File: src/rtl/chan_select_latch_pkg.sv
package chan_select_latch_pkg;

  // Resolved override state after synchronization and priority.
  typedef enum logic [1:0] {
    OVR_NONE    = 2'b00,
    OVR_ALL_ON  = 2'b01,
    OVR_ALL_OFF = 2'b10
  } ovr_mode_e;

  // The all-off request dominates the all-on request.
  function automatic ovr_mode_e resolve_ovr(input logic on_req, input logic off_req);
    if (off_req)     return OVR_ALL_OFF;
    else if (on_req) return OVR_ALL_ON;
    else             return OVR_NONE;
  endfunction

endpackage

File: src/rtl/cs_bit_sync.sv
module cs_bit_sync #(
  parameter int   WIDTH     = 1,
  parameter int   STAGES    = 2,
  parameter logic RESET_VAL = 1'b1
) (
  input  logic             clk,
  input  logic             rst_n,
  input  logic [WIDTH-1:0] d,
  output logic [WIDTH-1:0] q
);
  logic [STAGES-1:0][WIDTH-1:0] stg;

  always_ff @(posedge clk or negedge rst_n) begin
    if (!rst_n) begin
      stg <= {(STAGES*WIDTH){RESET_VAL}};
    end else begin
      stg[0] <= d;
      for (int i = 1; i < STAGES; i++) stg[i] <= stg[i-1];
    end
  end

  assign q = stg[STAGES-1];
endmodule

File: src/rtl/cs_rise_detect.sv
module cs_rise_detect (
  input  logic clk,
  input  logic rst_n,
  input  logic lvl,
  output logic rise
);
  logic lvl_q;

  // The idle level of the strobe is high, so reset to 1 so that no edge appears at reset release.
  always_ff @(posedge clk or negedge rst_n) begin
    if (!rst_n) lvl_q <= 1'b1;
    else        lvl_q <= lvl;
  end

  assign rise = lvl & ~lvl_q;
endmodule

File: src/rtl/cs_onehot_decode.sv
module cs_onehot_decode #(
  parameter int N  = 8,
  parameter int AW = (N > 1) ? $clog2(N) : 1
) (
  input  logic [AW-1:0] addr,
  output logic [N-1:0]  onehot
);
  for (genvar g = 0; g < N; g++) begin : g_dec
    assign onehot[g] = (addr == AW'(g));
  end
endmodule

File: src/rtl/cs_out_state.sv
module cs_out_state
  import chan_select_latch_pkg::*;
#(
  parameter int N = 8
) (
  input  logic      clk,
  input  logic      rst_n,
  input  ovr_mode_e ovr,
  input  logic      upd,
  input  logic [N-1:0] sel_mask,
  input  logic      new_level,
  output logic [N-1:0] state
);
  logic [N-1:0] state_nxt;

  always_comb begin
    state_nxt = state;
    unique case (ovr)
      OVR_ALL_OFF: state_nxt = '0;
      OVR_ALL_ON:  state_nxt = '1;
      default: begin
        if (upd) state_nxt = (state & ~sel_mask) | (new_level ? sel_mask : '0);
      end
    endcase
  end

  always_ff @(posedge clk or negedge rst_n) begin
    if (!rst_n) state <= '0;
    else        state <= state_nxt;
  end
endmodule

File: src/rtl/chan_select_latch.sv
module chan_select_latch
  import chan_select_latch_pkg::*;
#(
  parameter int NUM_OUT     = 8,
  parameter int SYNC_STAGES = 2,
  localparam int ADDR_W     = (NUM_OUT > 1) ? $clog2(NUM_OUT) : 1
) (
  input  logic               clk,
  input  logic               rst_n,
  input  logic               sel_n,
  input  logic [ADDR_W-1:0]  addr,
  input  logic               level,
  input  logic               all_on_n,
  input  logic               all_off_n,
  output logic [NUM_OUT-1:0] drive_en
);
  logic [2:0]         ctl_s;
  logic               sel_n_s;
  logic               on_req;
  logic               off_req;
  logic               sel_rise;
  logic [NUM_OUT-1:0] sel_mask;
  ovr_mode_e          ovr;

  // All three control pins idle high; one synchronizer bank carries them.
  cs_bit_sync #(.WIDTH(3), .STAGES(SYNC_STAGES), .RESET_VAL(1'b1)) u_sync (
    .clk(clk), .rst_n(rst_n),
    .d({sel_n, all_on_n, all_off_n}),
    .q(ctl_s)
  );

  assign sel_n_s = ctl_s[2];
  assign on_req  = ~ctl_s[1];
  assign off_req = ~ctl_s[0];
  assign ovr     = resolve_ovr(on_req, off_req);

  cs_rise_detect u_edge (
    .clk(clk), .rst_n(rst_n), .lvl(sel_n_s), .rise(sel_rise)
  );

  // Address and level are sampled directly in the commit cycle.
  cs_onehot_decode #(.N(NUM_OUT), .AW(ADDR_W)) u_dec (
    .addr(addr), .onehot(sel_mask)
  );

  cs_out_state #(.N(NUM_OUT)) u_state (
    .clk(clk), .rst_n(rst_n),
    .ovr(ovr), .upd(sel_rise), .sel_mask(sel_mask), .new_level(level),
    .state(drive_en)
  );
endmodule

File: config.mk
export PLATFORM = sky130hd
export DESIGN_NAME = chan_select_latch
export DESIGN_NICKNAME = d
export VERILOG_FILES = /design/src/rtl/chan_select_latch_pkg.sv /design/src/rtl/cs_bit_sync.sv /design/src/rtl/cs_rise_detect.sv /design/src/rtl/cs_onehot_decode.sv /design/src/rtl/cs_out_state.sv /design/src/rtl/chan_select_latch.sv
export SDC_FILE = /design/constraint.sdc
export NUM_CORES = 1
export LEC_CHECK = 0
export BUFFER_PORTS_ARGS = -buffer_cell sky130_fd_sc_hd__buf_2
export CORE_ASPECT_RATIO = 1.25
export CORE_UTILIZATION = 35
export DETAILED_ROUTE_END_ITERATION = 10
export SKIP_LAST_GASP = 1
export SLEW_MARGIN = 20
export SYNTH_ARGS = -nofsm -noshare
export SYNTH_HDL_FRONTEND = slang
export SYNTH_SLANG_ARGS = --single-unit
File: constraint.sdc
create_clock -name clk -period 1.55 [get_ports clk]
set_input_delay 0.3875 -clock clk [delete_from_list [all_inputs] [get_ports clk]]
set_output_delay 0.3875 -clock clk [all_outputs]
set_load 0.02 [all_outputs]
==> results.sh, run 1 <==
export IMPL_fillers=165
export IMPL_hold_path_class="primary input to async pin"
export IMPL_cts_setup_buffers=0
export IMPL_rows=16
export IMPL_io_pins=17
export IMPL_ant_nets=0
export IMPL_hpwl_um=815
export IMPL_cp_max_fo=10
export IMPL_path_clk_slew_ns=0.08
export IMPL_cp_buffers_inverters=0
export IMPL_status="complete, but fails checks"
export IMPL_grt_usage_pct=13.9
export IMPL_wire_per_inst_um=13.1
export IMPL_syn_inst=48
export IMPL_die_height_um=49.6
export IMPL_antenna_found_initial=0
export IMPL_cts_tree="built"
export IMPL_crit_type="register to register"
export IMPL_slowest_stage="dfstp_2"
export IMPL_overflow=0
export IMPL_critPathTopFamily="flip-flops"
export IMPL_drive_above_1_share_pct=44.8
export IMPL_regArea_um2=384
export IMPL_yosysWarnings=0
export IMPL_grt_max_degree=16
export IMPL_slew_violations=0
export IMPL_critPathLaunchType="register"
export IMPL_rsz0062_at_grt="false"
export IMPL_htreeDepth=1
export IMPL_p_per_area_nw_per_um2=1000
export IMPL_die_area_um2=1990
export IMPL_crit_path_end_kind="register"
export IMPL_fmax_ghz=0.795
export IMPL_drt_initial_drc_count=6
export IMPL_start_util_pct=38.7
export IMPL_fin_nets=77
export IMPL_crit_arrival_ns=1.45
export IMPL_vias_per_cell=5.29
export IMPL_dieWidth_um=40.1
export IMPL_routabilityCongestion=0.674
export IMPL_grt_pass1_vias=450
export IMPL_dr_pass1_iters=4
export IMPL_path_depth=3
export IMPL_ir_drop_mv=0.473
export IMPL_drt_total_wl_um=1110
export IMPL_reg2reg_depth=3
export IMPL_tightest_slew_ns=0.324
export IMPL_via_count=450
export IMPL_yosysSeqAreaShare_pct=60.4
export IMPL_max_slew_margin_pct=78.4
export IMPL_synth_cell_type_count=17
export IMPL_final_common_cell="buf_2"
export IMPL_synth_area_um2=636
export IMPL_grt_pass1_wl_um=1840
export IMPL_final_setup_worst_slack_ns=0.291
export IMPL_layout_common_cells="buf_2, dfrtp_1, dfstp_2"
export IMPL_hold_buffers=0
export IMPL_period_minus_slack_ns=1.26
export IMPL_failed_checks="hold timing"
export IMPL_drc=0
export IMPL_leakage_nw=0.345
export IMPL_portBuffers=16
export IMPL_numClockSinks=15
export IMPL_crit_chain="and4bb_4 -> a32oi_1 -> a31oi_1"
export IMPL_synth_nets=57
export IMPL_insertion_delay_ns=0.27
export IMPL_cp_data_required_time_ns=1.74
export IMPL_pre_cts_slack_ns=0.300
export IMPL_syn2layout_area_growth_pct=18.5
export IMPL_cpPeakStageDelay_ns=0.63
export IMPL_cts_resized=0
export IMPL_ys_ff_latch=15
export IMPL_cts_made_buffers=3
export IMPL_n_antenna_cell=0
export IMPL_clk_path_buf_depth=2
export IMPL_maxCapViolCount=0
export IMPL_syn_area_per_cell_um2=13.2
export IMPL_core_area_um2=1640
export IMPL_setup_viol_count_final=0
export IMPL_finalClockSkew_ns=0.00149
export IMPL_multi_input_area_um2=240
export IMPL_hold_viol_final=3
export IMPL_setup_tns_ns=0
export IMPL_timing_hold_ws_ns=-0.00251
export IMPL_root_buffer="clkbuf_4"
export IMPL_fin_crit_sh_pct=81.2
==> cell type report <==
type                            instances  share of cell area [%]
Timing Repair Buffer                   16                    10.6
Sequential cell                        15                    51.0
Tap cell                               18                    2.99
Multi-Input combinational cell         32                    31.9
Clock buffer                            4                    3.49
==> stage by stage <==
stage               std cells  hold slack [ns]  utilization (%)  power (W)  area [um^2]
global placement           81            0.305             44.3   0.000552          727
floorplan                  48           0.0919                -   0.000507          636
CTS                        85          0.00242             45.9   0.000772          753
detailed placement         81            0.307             44.3   0.000553          727
finish                     85         -0.00251             45.9   0.000755          753
global route               85           0.0120             45.9   0.000804          753
==> routing by layer <==
| layer | track usage (%) | up-vias | part of all wire [%] |
|---|---|---|---|
| li1 | - | 216 | - |
| met1 | 17.0 | 219 | 46 |
| met2 | 21.2 | 13 | 48 |
| met3 | 4.05 | 2 | 4.3 |
| met4 | 6.90 | 0 | 1.1 |
| met5 | 0 | - | 0 |
==> power breakdown <==
group / leakage [nW] / switching (W) / internal, W / total, W
clock network: 0.0150 / 0.000112 / 0.0000995 / 0.000211
registers: 0.173 / 0.0000166 / 0.000424 / 0.000441
logic: 0.156 / 0.0000601 / 0.0000433 / 0.000103
total: 0.345 / 0.000189 / 0.000567 / 0.000755
==> kinds of logic after synthesis <==
group / synth area share, %
DFF: 60.4
and+or+nand+nor: 21.3
buffers and inverters: 1.77
AOI/OAI and AO/OA: 16.5
==> synthesized netlist by cell type <==
cell type	instances	share of area (%)
dfrtp_1	8	31
dfstp_2	7	29
a21oi_1	6	4.7
a22oi_1	6	7.1
or2b_1	6	7.1
a31oi_1	2	2.0
a32oi_1	2	2.8
nand2b_1	2	2.0
and2b_1	1	1.2
and4b_4	1	2.2
and4bb_4	1	2.6
buf_6	1	1.8
nand3b_1	1	1.2
nor2_1	1	0.59
nor2b_1	1	0.98
nor3_2	1	1.6
nor3b_2	1	2.0
==> worst paths after layout <==
kind | startpoint | endpoint | slack (ns)
setup / recovery | u_sync.q[0]$_DFF_PN1_ | register | 0.29
hold / removal | rst_n | async pin | -0.003
setup reg to reg | u_sync.q[0]$_DFF_PN1_ | register | 0.29
hold reg to reg | u_sync.stg[0]$_DFF_PN1_ | u_sync.q[0]$_DFF_PN1_ | 0.36
max in group asynchronous | rst_n | u_edge.lvl_q$_DFF_PN1_ | 1.26
min in group clk | all_off_n | u_sync.stg[0]$_DFF_PN1_ | 0.20
No activity file was read; power rests on OpenSTA's default activity.
==> run 2, diff against run 1 <==
==> constraint.sdc (replaced) <==
create_clock -name clk -period 1.1 [get_ports clk]
set_input_delay 0.275 -clock clk [delete_from_list [all_inputs] [get_ports clk]]
set_output_delay 0.275 -clock clk [all_outputs]
set_load 0.02 [all_outputs]
==> results.sh, run 2 (synthesized netlist as in run 1, its figures left out) <==
export IMPL_crit_arrival_ns=1.40
export IMPL_vias_per_cell=5.26
export IMPL_fin_crit_sh_pct=114
export IMPL_reg2reg_depth=3
export IMPL_cts_tree="built"
export IMPL_insertion_delay_ns=0.28
export IMPL_finalClockSkew_ns=0.00715
export IMPL_fin_util_pct=51.8
export IMPL_grt_pass1_vias=455
export IMPL_die_area_um2=1990
export IMPL_rows=16
export IMPL_grt_usage_pct=14.2
export IMPL_drt_total_wl_um=1220
export IMPL_path_clk_slew_ns=0.08
export IMPL_core_area_um2=1640
export IMPL_hold_path_class="primary input to register"
export IMPL_dieWidth_um=40.1
export IMPL_max_slew_margin_pct=78.3
export IMPL_hold_viol_final=0
export IMPL_routabilityCongestion=0.699
export IMPL_numClockSinks=15
export IMPL_cp_startpoint="u_sync.q[1]$_DFF_PN1_"
export IMPL_critPathTopFamily="flip-flops"
export IMPL_slew_violations=0
export IMPL_antenna_found_initial=0
export IMPL_period_minus_slack_ns=1.25
export IMPL_cp_max_fo=8
export IMPL_crit_type="register to register"
export IMPL_crit_chain="nand3b_1 -> nor3b_2 -> a21oi_1"
export IMPL_syn2layout_area_growth_pct=33.9
export IMPL_rsz0062_at_grt="true"
export IMPL_ant_nets=0
export IMPL_final_setup_worst_slack_ns=-0.149
export IMPL_via_count=479
export IMPL_critPathLaunchType="register"
export IMPL_drive_above_1_share_pct=47.9
export IMPL_crit_path_end_kind="register"
export IMPL_root_buffer="clkbuf_4"
export IMPL_pre_cts_slack_ns=-0.152
export IMPL_die_height_um=49.6
export IMPL_tightest_slew_ns=0.325
export IMPL_setup_tns_ns=-1.07
export IMPL_overflow=0
export IMPL_r2r_start="u_sync.q[1]$_DFF_PN1_"
export IMPL_wire_per_inst_um=13.4
export IMPL_drc=0
export IMPL_failed_checks="setup timing"
export IMPL_status="complete, but fails checks"
export IMPL_start_util_pct=38.7
export IMPL_slowest_stage="dfstp_2"
export IMPL_path_depth=3
export IMPL_fmax_ghz=0.801
export IMPL_hpwl_um=832
export IMPL_n_antenna_cell=0
export IMPL_setup_viol_count_final=8
export IMPL_cp_buffers_inverters=0
export IMPL_io_pins=17
export IMPL_dr_pass1_iters=2
export IMPL_timing_hold_ws_ns=0.0819
export IMPL_cts_made_buffers=3
export IMPL_ir_drop_mv=0.701
export IMPL_ff2ff_setup_slack_ns=-0.15
export IMPL_cpPeakStageDelay_ns=0.60
export IMPL_fin_nets=83
export IMPL_leakage_nw=0.386
export IMPL_clk_path_buf_depth=2
export IMPL_layout_common_cells="dfrtp_1, buf_2, buf_6, dfstp_2"
export IMPL_portBuffers=16
export IMPL_cp_data_required_time_ns=1.25
export IMPL_grt_pass1_wl_um=1880
export IMPL_htreeDepth=1
export IMPL_grt_max_degree=16
export IMPL_maxCapViolCount=0
export IMPL_drt_initial_drc_count=10
export IMPL_p_per_area_nw_per_um2=1310
export IMPL_total_power_w=0.00112
run 2: cell count changes in the layout (fill, tap and decap cells not counted):
cell / change
buf_2: -8
buf_4: +5
buf_6: +8
dlygate4sd3_1: +1
run 2: power by group:
group | switching (W) | internal (W)
Clock | 0.000162 | 0.000141
Combinational | 0.0000925 | 0.000102
Sequential | 0.0000245 | 0.000597
run 2: worst min path at each step:
stage | from | end | cells after the start
CTS | all_on_n | u_sync.stg[1]$_DFF_PN1_ | 1
global placement | rst_n | async pin | 1
finish | all_on_n | u_sync.stg[1]$_DFF_PN1_ | 1
detailed placement | rst_n | async pin | 1
global route | all_on_n | u_sync.stg[1]$_DFF_PN1_ | 1
floorplan | rst_n | async pin | 0
run 2: what timing repair did:
| action | in CTS | in global routing |
|---|---|---|
| endpoints found under the hold margin | 8 | 0 |
| setup buffers | 2 | 0 |
| setup endpoints to repair | 12 | 16 |
| pin swaps | 2 | 0 |
| resized for setup | 6 | 10 |
| hold buffers | 1 | 0 |
run 2: cell type report:
class	instances	area, um^2
fill	159	791
multi-input combinational	32	240
tap	18	22.5
sequential	15	384
timing repair buffer	22	178
clock buffer	4	26.3
run 2: layer usage:
metal | wire length, um | vias up | track usage [%] | share of wire (%)
met3 | 64 | 4 | 4.05 | 5.3
met5 | 0 | - | 0 | 0
met2 | 575 | 15 | 19.9 | 47
met1 | 555 | 229 | 18.5 | 46
li1 | - | 231 | - | -
met4 | 19 | 0 | 8.62 | 1.6
run 2: stage by stage:
stage	cells	area [um^2]
4_1_cts	91	820
3_3_place_gp	84	749
2_1_floorplan	48	636
5_1_grt	91	851
3_5_place_dp	84	749
6_report	91	851
